==> config.mk <==
export PLATFORM = sky130hd
export DESIGN_NAME = gpio_irq_ctrl
export DESIGN_NICKNAME = d
export VERILOG_FILES = /design/src/rtl/gpio_irq_pkg.sv /design/src/rtl/gpio_in_sync.sv /design/src/rtl/gpio_evt_detect.sv /design/src/rtl/gpio_irq_status.sv /design/src/rtl/gpio_irq_ctrl.sv
export SDC_FILE = /design/constraint.sdc
export NUM_CORES = 1
export LEC_CHECK = 0
export ABC_AREA = 1
export BUFFER_PORTS_ARGS = -buffer_cell sky130_fd_sc_hd__buf_4
export CORE_MARGIN = 2
export CORE_UTILIZATION = 35
export CTS_CLUSTER_DIAMETER = 150
export DETAILED_ROUTE_END_ITERATION = 6
export GPL_TIMING_DRIVEN = 0
export PLACE_DENSITY = 0.61
export SLEW_MARGIN = 25
export SYNTH_ARGS = -nofsm -noshare
export SYNTH_HDL_FRONTEND = slang
export SYNTH_SLANG_ARGS = --single-unit
==> constraint.sdc <==
create_clock -name clk -period 2.18 [get_ports clk]
set_clock_uncertainty 0.15 [all_clocks]
set_input_delay 0.545 -clock clk [delete_from_list [all_inputs] [get_ports clk]]
set_output_delay 0.545 -clock clk [all_outputs]
set_load 0.005 [all_outputs]
==> src/rtl/gpio_irq_pkg.sv <==
package gpio_irq_pkg;
   localparam int unsigned BUS_W         = 32;
   localparam int unsigned SLOT_W        = 4;
   localparam int unsigned MODE_W        = 3;
   localparam int unsigned PINS_PER_MREG = BUS_W / SLOT_W;
   localparam int unsigned MODE_BANKS    = 2;
   localparam int unsigned MAX_PINS      = MODE_BANKS * PINS_PER_MREG;

   // word index = byte offset / 4
   localparam logic [3:0] W_EN    = 4'd0;
   localparam logic [3:0] W_STAT  = 4'd1;
   localparam logic [3:0] W_VIEW  = 4'd2;
   localparam logic [3:0] W_CLR   = 4'd3;
   localparam logic [3:0] W_MSET  = 4'd4;
   localparam logic [3:0] W_MCLR  = 4'd5;
   localparam logic [3:0] W_DOUT  = 4'd6;
   localparam logic [3:0] W_DIN   = 4'd7;
   localparam logic [3:0] W_DIR   = 4'd8;
   localparam logic [3:0] W_MODE0 = 4'd9;
   localparam logic [3:0] W_MODE1 = 4'd10;
   localparam logic [3:0] W_SEL   = 4'd14;
   localparam logic [3:0] W_SRST  = 4'd15;

   typedef enum logic [MODE_W-1:0] {
      MD_FALL = 3'd0,
      MD_RISE = 3'd1,
      MD_LOW  = 3'd2,
      MD_HIGH = 3'd3,
      MD_BOTH = 3'd4
   } trig_mode_e;
endpackage

==> src/rtl/gpio_in_sync.sv <==
module gpio_in_sync #(
   parameter int unsigned WIDTH  = 12,
   parameter int unsigned STAGES = 2
) (
   input  logic             clk,
   input  logic             rst_n,
   input  logic [WIDTH-1:0] d,
   output logic [WIDTH-1:0] q,
   output logic [WIDTH-1:0] q_prev
);
   if (STAGES < 2) begin : g_bad_stages
      $error("gpio_in_sync: STAGES must be at least 2");
   end

   // chain[STAGES-1] is the synchronized level, chain[STAGES] the sample before it
   logic [STAGES:0][WIDTH-1:0] chain;

   always_ff @(posedge clk or negedge rst_n) begin
      if (!rst_n) begin
         chain <= '0;
      end else begin
         chain[0] <= d;
         for (int k = 1; k <= STAGES; k++) chain[k] <= chain[k-1];
      end
   end

   assign q      = chain[STAGES-1];
   assign q_prev = chain[STAGES];
endmodule

==> src/rtl/gpio_evt_detect.sv <==
module gpio_evt_detect
   import gpio_irq_pkg::*;
(
   input  logic              cur,
   input  logic              prev,
   input  logic              en,
   input  logic [MODE_W-1:0] mode,
   output logic              evt
);
   logic hit;

   always_comb begin
      case (mode)
         MD_FALL: hit = prev & ~cur;
         MD_RISE: hit = cur & ~prev;
         MD_LOW:  hit = ~cur;
         MD_HIGH: hit = cur;
         MD_BOTH: hit = cur ^ prev;
         default: hit = 1'b0;
      endcase
   end

   assign evt = en & hit;
endmodule

==> src/rtl/gpio_irq_status.sv <==
module gpio_irq_status #(
   parameter int unsigned WIDTH = 12
) (
   input  logic             clk,
   input  logic             rst_n,
   input  logic             hold_clr,
   input  logic [WIDTH-1:0] evt,
   input  logic [WIDTH-1:0] clr,
   input  logic [WIDTH-1:0] en,
   input  logic [WIDTH-1:0] mask,
   output logic [WIDTH-1:0] status,
   output logic             irq
);
   always_ff @(posedge clk or negedge rst_n) begin
      if (!rst_n)        status <= '0;
      else if (hold_clr) status <= '0;
      else               status <= (status & ~clr) | evt;  // a new event wins over a clear
   end

   assign irq = |(status & en & ~mask);
endmodule

==> src/rtl/gpio_irq_ctrl.sv <==
module gpio_irq_ctrl
   import gpio_irq_pkg::*;
#(
   parameter int unsigned PIN_CNT   = 12,
   parameter int unsigned ADDR_W    = 6,
   parameter int unsigned SYNC_DPTH = 2
) (
   input  logic               clk,
   input  logic               rst_n,
   input  logic               bus_wr,
   input  logic [ADDR_W-1:0]  bus_addr,
   input  logic [BUS_W-1:0]   bus_wdata,
   output logic [BUS_W-1:0]   bus_rdata,
   input  logic [PIN_CNT-1:0] pin_in,
   output logic [PIN_CNT-1:0] pin_out,
   output logic [PIN_CNT-1:0] pin_oe,
   output logic               irq
);
   localparam int unsigned PAD_PINS = MAX_PINS;

   if (PIN_CNT < 1 || PIN_CNT > MAX_PINS) begin : g_bad_pins
      $error("gpio_irq_ctrl: PIN_CNT out of range");
   end
   if (ADDR_W < 6) begin : g_bad_addr
      $error("gpio_irq_ctrl: ADDR_W must cover 16 words");
   end

   logic [3:0]         word;
   logic [PIN_CNT-1:0] wd;
   logic [PIN_CNT-1:0] en_q, mask_q, dout_q, dir_q, sel_q;
   logic               srst_q;
   logic [PAD_PINS-1:0][MODE_W-1:0] mode_q;
   logic [PAD_PINS-1:0] mode_hit;
   logic [PIN_CNT-1:0] din_s, din_p, evt, clr, stat;
   logic [BUS_W-1:0]   mode_rd [MODE_BANKS];

   assign word = bus_addr[5:2];
   assign wd   = bus_wdata[PIN_CNT-1:0];

   logic unused_bits;
   assign unused_bits = ^{bus_addr, bus_wdata};

   always_comb begin
      for (int i = 0; i < PAD_PINS; i++)
         mode_hit[i] = bus_wr && (word == 4'(W_MODE0 + i / PINS_PER_MREG));
   end

   // control register bank
   always_ff @(posedge clk or negedge rst_n) begin
      if (!rst_n) begin
         en_q   <= '0;
         mask_q <= '0;
         dout_q <= '0;
         dir_q  <= '0;
         sel_q  <= '0;
         mode_q <= '0;
         srst_q <= 1'b0;
      end else begin
         if (bus_wr && word == W_SRST) srst_q <= bus_wdata[0];
         if (srst_q) begin
            en_q   <= '0;
            mask_q <= '0;
            dout_q <= '0;
            dir_q  <= '0;
            sel_q  <= '0;
            mode_q <= '0;
         end else begin
            if (bus_wr && word == W_EN)   en_q   <= wd;
            if (bus_wr && word == W_MSET) mask_q <= mask_q | wd;
            if (bus_wr && word == W_MCLR) mask_q <= mask_q & ~wd;
            if (bus_wr && word == W_DOUT) dout_q <= wd;
            if (bus_wr && word == W_DIR)  dir_q  <= wd;
            if (bus_wr && word == W_SEL)  sel_q  <= wd;
            for (int i = 0; i < PAD_PINS; i++)
               if (i < PIN_CNT && mode_hit[i])
                  mode_q[i] <= bus_wdata[SLOT_W*(i % PINS_PER_MREG) +: MODE_W];
         end
      end
   end

   gpio_in_sync #(.WIDTH(PIN_CNT), .STAGES(SYNC_DPTH)) u_sync (
      .clk    (clk),
      .rst_n  (rst_n),
      .d      (pin_in),
      .q      (din_s),
      .q_prev (din_p)
   );

   for (genvar p = 0; p < PIN_CNT; p++) begin : g_pin
      gpio_evt_detect u_det (
         .cur  (din_s[p]),
         .prev (din_p[p]),
         .en   (en_q[p]),
         .mode (mode_q[p]),
         .evt  (evt[p])
      );
   end

   assign clr = (bus_wr && word == W_CLR && !srst_q) ? wd : '0;

   gpio_irq_status #(.WIDTH(PIN_CNT)) u_stat (
      .clk      (clk),
      .rst_n    (rst_n),
      .hold_clr (srst_q),
      .evt      (evt),
      .clr      (clr),
      .en       (en_q),
      .mask     (mask_q),
      .status   (stat),
      .irq      (irq)
   );

   // mode bank read-back: a bank with no pins behind it is tied to zero
   for (genvar b = 0; b < MODE_BANKS; b++) begin : g_mbank
      if (b * PINS_PER_MREG < PIN_CNT) begin : g_live
         always_comb begin
            mode_rd[b] = '0;
            for (int s = 0; s < PINS_PER_MREG; s++)
               mode_rd[b][SLOT_W*s +: MODE_W] = mode_q[b*PINS_PER_MREG + s];
         end
      end else begin : g_absent
         assign mode_rd[b] = '0;
      end
   end

   always_comb begin
      bus_rdata = '0;
      case (word)
         W_EN:    bus_rdata[PIN_CNT-1:0] = en_q;
         W_STAT:  bus_rdata[PIN_CNT-1:0] = stat;
         W_VIEW:  bus_rdata[PIN_CNT-1:0] = stat & ~mask_q;
         W_MSET,
         W_MCLR:  bus_rdata[PIN_CNT-1:0] = mask_q;
         W_DOUT:  bus_rdata[PIN_CNT-1:0] = dout_q;
         W_DIN:   bus_rdata[PIN_CNT-1:0] = din_s;
         W_DIR:   bus_rdata[PIN_CNT-1:0] = dir_q;
         W_MODE0: bus_rdata = mode_rd[0];
         W_MODE1: bus_rdata = mode_rd[1];
         W_SEL:   bus_rdata[PIN_CNT-1:0] = sel_q;
         W_SRST:  bus_rdata[0] = srst_q;
         default: bus_rdata = '0;
      endcase
   end

   assign pin_oe  = dir_q;
   assign pin_out = dout_q & dir_q;
endmodule

==> reports/metrics.cfg, run 1 <==
[clock_network]
clock_sinks = 145
clk_pin_slew_ns = 0.06
numCtsBuffers = 17
cts.path.max_buffers = 2
cts_tree = done
insertion_delay_ns = 0.43
root_buffer = clkbuf_16
htreeDepth = 4

[global_routing]
top_usage_layer = met2
grt_overflow = 0
gr-usage-met1_pct = 31.13
grt_pass1_vias = 7239
grt_use_met2_pct = 36.30
track_usage_pct = 23.67
antenna_found_initial = 0
grt_max_degree = 77
met3_usage_pct = 5.392
grt_pass1_wl_um = 39660

[final_layout]
finalInstanceArea_um2 = 10250
final_common_cell = nand2_1
regArea_um2 = 3628
multi_input_area_um2 = 3497
nFillCells = 2048
nNetsFinal = 1212
drive_above_1_share_pct = 23.43
n_antenna_cell = 0
final_cell_mix = nand2_1 (242), inv_1 (167), dfrtp_1 (145)
syn2layout_area_growth_pct = 35.77

[floorplan]
design.die.area_um2 = 22760
ios = 110
start_util_pct = 35.81
rows = 53
core-area_um2 = 21090
fp.dieW_um = 150.9
die_y_um = 150.9

[yosys]
postSynthAreaPerCell_um2 = 7.643
yosys_warnings = 0
ys_top_cells_by_area = dfrtp_1 (48%), nand2_1 (13%), inv_1 (8.6%), o21ai_0 (8.2%), nand3_1 (4.3%)
postSynthCellCount = 988
seq_area_frac_synth_pct = 48.05
synth_seq_cells = 145
synth_cell_types = 28
yosys.area.top_type_share_pct = 48.05
syn-cell-area_um2 = 7551
yosysTopAreaCell = dfrtp_1

[sta]
finalSetupViolations = 28
fmax_ghz = 0.4221
finalCritPeriodShare_pct = 108.7
slew_viol_final = 0
rsz0062_at_grt = yes
timing.final.ws_setup_ns = -0.1891
fin_crit_ns = 2.369
slew_headroom_pct = 45.85
worst_pin_slew_ns = 0.8093
hold_viol = 0
setup_tns_ns = -2.404

[drt]
wirelength_um = 26220
route.detailed.vias_per_inst = 5.201
post-route-drc-count = 0
ant_nets = 0
via_count = 7401
drtPass1Iterations = 6
wire_per_inst_um = 18.43
drt-initial-drc-count = 749

[run_status]
violations = negative setup slack
status = finished, violations left

[job]
maxCapViolCount = 0

[pwr]
leakagePower_nw = 5.063
ir_drop_uv = 532.4
powerDensity_nw_per_um2 = 874.1

[placed_design]
io_buffers = 97
post_dp_cell_area_um2 = 8673
hpwl_um = 17540
gp_congestion = 0.9841

[setup_path]
cp.required_ns = 1.48
start_kind = input port
path_max_fanout = 8
cp.arrival_ns = 1.67
crit_path_end_kind = output pin
r2r_slack_ns = 0.12
path_class = in2out

[hold_path]
holdCritPathClass = in2reg

[worst paths after layout]
path,startpoint,endpoint,cells past startpoint
min,pin_in[4],u_sync.chain[4]$_DFF_PN0_,1
min in group asynchronous,rst_n,mode_q[21]$_DFFE_PN0P_,2
max,bus_addr[5],bus_rdata[1],9
max in group asynchronous,rst_n,mode_q[10]$_DFFE_PN0P_,3
min reg2reg,u_sync.chain[6]$_DFF_PN0_,u_sync.q[6]$_DFF_PN0_,0
max reg2reg,srst_q$_DFFE_PN0P_,mask_q[9]$_DFFE_PN0P_,5
[per-layer routing]
| metal | part of all wire (%) | vias up |
|---|---|---|
| met5 | 0 | - |
| met2 | 44 | 400 |
| met4 | 5.0 | 0 |
| li1 | - | 3412 |
| met1 | 40 | 3491 |
| met3 | 10 | 98 |
[power by group]
group	leakage [nW]	internal [mW]	total [mW]	switching (mW)
Clock	0.292	1.91	3.09	1.18
Sequential	1.85	3.15	3.51	0.360
Combinational	2.92	0.835	2.36	1.52
Total	5.06	5.90	8.96	3.07
[sequential cells by signal, summed over array words and instances (netlist names)]
name / flops
dout_q: 12
en_q: 12
mode_q: 36
mask_q: 12
srst_q: 1
u_sync.q_prev: 12
u_sync.q: 12
pin_oe: 12
sel_q: 12
u_stat.status: 12
u_sync.chain: 12
[repair_timing]
item                       in CTS  in global routing
hold endpoints to repair       69                  0
gates cloned                    4                  1
setup buffers                  17                  6
pin swaps                      30                 25
setup endpoints to repair      28                 28
hold buffers                    1                  0
gates resized for setup       154                 35
[synth_stat cells]
cell / count
nand2_1: 252
ha_1: 24
o21ai_4: 2
conb_1: 1
o21ai_2: 3
inv_2: 4
nand2_4: 2
o31ai_1: 1
clkbuf_1: 8
a21oi_1: 27
nand3b_1: 3
buf_4: 10
nand3_1: 65
o21ai_0: 123
buf_2: 12
a31oi_1: 1
nor2_2: 3
nand2_2: 3
nor2_4: 4
nand4_1: 4
and3_1: 1
dfrtp_1: 145
nor3_1: 7
inv_1: 173
buf_6: 2
nor2_1: 77
o21ai_1: 4
o22ai_1: 27
[cells by family after synthesis]
family / synth area share, %
AO/OA/AOI/OAI: 13.41
adder cells (fa/ha/maj): 3.977
other: 0.04966
flip-flops: 48.05
buffers and inverters: 11.28
AND/OR/NAND/NOR: 23.23
[worst max-delay path: stages]
cell and delay, ns:
buf_12 0.11, inv_8 0.04, nor2_4 0.19, buf_12 0.14
nand2_8 0.10, o22ai_4 0.21, nor2_1 0.07, nand3_1 0.13
buf_4 0.14
[stage by stage]
stage,total power [mW],worst slack [ns],hold WS [ns],instances,util (%)
floorplan,4.609,0.03326,0.09941,992,-
global placement,5.586,-0.6223,0.1821,1364,40.96
detailed placement,5.631,-0.6088,0.1847,1365,41.13
CTS,8.894,-0.1492,0.05555,1418,47.85
global route,9.389,-0.2019,0.06049,1423,48.62
finish,8.961,-0.1891,0.06446,1423,48.62
[area by class of cell]
type	count	share of cell area, %
tap	275	3.356
multi-input combinational	638	34.11
clock inverter	14	1.831
inverter	177	6.676
timing repair buffer	125	11.89
clock buffer	18	4.186
buffer	31	2.563
sequential	145	35.39
Power figures use the tool's default switching activity.
==> run 2: changes to the inputs <==
- ABC_AREA: 1 -> not set
- clock period: 2.18 -> 2.4 ns (I/O delays scaled with it)
==> run 2 against run 1 <==
  * The run still ends with negative setup slack left
  * Non-clock buffer count up 44
  * Worst hold slack worse by 0.056 ns
  * Synthesized cell count down 17%
  * Register-to-register slack worse by 0.02 ns
  * Wire length up 7.7%
  * Sequential power down 18%
  * First-iteration DRC count down 7.3%
==> reports/metrics.cfg, run 2 <==
[drt]
wirelength_um = 28230
drtPass1Iterations = 5
route.detailed.vias_per_inst = 5.607
via_count = 7110
ant_nets = 0
drt-initial-drc-count = 694
post-route-drc-count = 0
wire_per_inst_um = 22.26

[floorplan]
fp.dieW_um = 153.2
rows = 54
ios = 110
design.die.area_um2 = 23460
die_y_um = 153.2
core-area_um2 = 21820
start_util_pct = 35.69

[setup_path]
r2r-end = mode_q[32]$_DFFE_PN0P_
cp.required_ns = 1.65
r2r-start = srst_q$_DFFE_PN0P_
start_kind = input port
cp.arrival_ns = 1.97
r2r_slack_ns = 0.10
rr_worst_depth = 4
path_max_fanout = 7
crit_path_end_kind = output pin
path_class = in2out

[clock_network]
root_buffer = clkbuf_16
ctsHoldBuffers = 0
insertion_delay_ns = 0.43
cts.path.max_buffers = 2
clk_pin_slew_ns = 0.06
cts_tree = done
htreeDepth = 4
clock_sinks = 145
numCtsBuffers = 17

[sta]
hold_viol = 0
slew_headroom_pct = 44.13
fmax_ghz = 0.3681
slew_viol_final = 0
finalCritPeriodShare_pct = 113.2
fin_crit_ns = 2.717
worst_pin_slew_ns = 0.8380
timing.final.ws_setup_ns = -0.3169
rsz0062_at_grt = yes
setup_tns_ns = -4.219
finalSetupViolations = 28

[final_layout]
regMostFlops = mode_q
drive_above_1_share_pct = 31.98
final_common_cell = dfrtp_1
largest_reg_flops = 36
syn2layout_area_growth_pct = 34.12
nNetsFinal = 1052
final_cell_mix = dfrtp_1 (142), buf_4 (128), nand2_1 (126)
n_antenna_cell = 0

[run_status]
status = finished, violations left
violations = negative setup slack

[yosys]
ys_top_cells_by_area = dfrtp_1 (47%), nand2_1 (6.1%), mux2i_1 (5.8%), a21oi_1 (4.6%), ha_1 (3.9%)
synth_cell_types = 57
postSynthAreaPerCell_um2 = 9.545
yosys.area.top_type_share_pct = 46.59
synth_ff_type = dfrtp_1
synth_compound_area_share_pct = 17.35
yosysTopAreaCell = dfrtp_1
syn-cell-area_um2 = 7789
postSynthCellCount = 816
synth_top_family_by_area = compound AO/OA/AOI/OAI gates
synth_most_common_cell = dfrtp_1
synth_seq_cells = 145
synth_fa_ha_area_share_pct = 3.855
seq_area_frac_synth_pct = 46.59
synth_common_cells = dfrtp_1 (145), nand2_1 (127), a21oi_1 (71)
synth-xor-area-share_pct = 1.349
yosys_warnings = 0
synth_mux_area_share_pct = 8.241
synthArstFlopShare_pct = 100.0
synth_edf_count = 0
yosys.area_share.simple_pct = 16.98

[global_routing]
grt_overflow = 0
track_usage_pct = 23.76
grt_max_degree = 80
grt_pass1_wl_um = 41960
grt_pass1_vias = 6629
antenna_found_initial = 0

[pwr]
leakagePower_nw = 4.758
powerDensity_nw_per_um2 = 659.6
ir_drop_uv = 522.6
fin_total_pwr_mw = 6.890

[job]
maxCapViolCount = 0

[placed_design]
gp_congestion = 0.9358
io_buffers = 87
hpwl_um = 19810

[hold_path]
holdCritPathClass = in2async

## run 2: worst max path at each step
stage	slack (ns)	from	to
after floorplan	0.007	bus_addr[2]	bus_rdata[3]
after global placement	-0.84	bus_addr[3]	bus_rdata[6]
after detailed placement	-0.82	bus_addr[3]	bus_rdata[6]
after CTS	-0.34	bus_addr[4]	bus_rdata[1]
after global routing	-0.35	bus_addr[3]	bus_rdata[1]
final	-0.32	bus_addr[4]	bus_rdata[4]
## run 2: metrics by stage
stage / utilization, % / setup WS (ns) / hold slack [ns] / std cells / area [um2]
3_5_place_dp: 40.54 / -0.8213 / 0.1847 / 1188 / 8847
5_1_grt: 47.87 / -0.3506 / 0.06068 / 1268 / 10450
3_3_place_gp: 40.38 / -0.8386 / 0.1838 / 1187 / 8812
4_1_cts: 46.60 / -0.3375 / 0.03415 / 1257 / 10170
6_report: 47.87 / -0.3169 / 0.008887 / 1268 / 10450
2_1_floorplan: - / 0.006880 / 0.1544 / 820 / 7809
## run 2: cell families (layout without fill, tap and decap cells)
kind of cell               Yosys count  count (layout)
adders and majority gates           24              24
xor gates and xnor gates            12              12
other                                1               5
muxes                               62              62
buffers and inverters               93             261
DFF                                145             145
AOI/OAI and AO/OA                  204             204
and+or+nand+nor                    275             275
## run 2: final cells by class
cell class                      instances  area, um2
Fill cell                            2067      11380
Multi-Input combinational cell        582       3994
Sequential cell                       145       3632
Timing Repair Buffer                  139       1210
Buffer                                 61      525.5
Clock buffer                           19      442.9
Tap cell                              280      350.3
Clock inverter                         13      175.2
Inverter                               29      116.4
## run 2: metal layers
layer | vias up | part of all wire [%] | GRT usage, %
met5 | - | 0 | 0
met4 | 0 | 3.0 | 8.245
met3 | 57 | 6.8 | 3.317
met2 | 353 | 46 | 37.22
met1 | 3527 | 44 | 33.80
li1 | 3173 | - | -
## run 2: critical path: stages
cell      delay [ns]
buf_12          0.11
buf_8           0.13
buf_4           0.13
nor4b_2         0.26
a31oi_1         0.08
a211oi_2        0.33
a211o_1         0.21
buf_6           0.11
## run 2: power breakdown
part / total [mW] / switching, mW / internal [mW]
Combinational: 1.20 / 0.704 / 0.497
Sequential: 2.88 / 0.246 / 2.63
Clock: 2.81 / 1.13 / 1.68
## run 2: repair_timing
item,4_1_cts,5_1_grt
buffers inserted,36,11
cloned,3,1
pin swaps,26,21
resized for setup,106,50
endpoints found under the setup margin,26,27
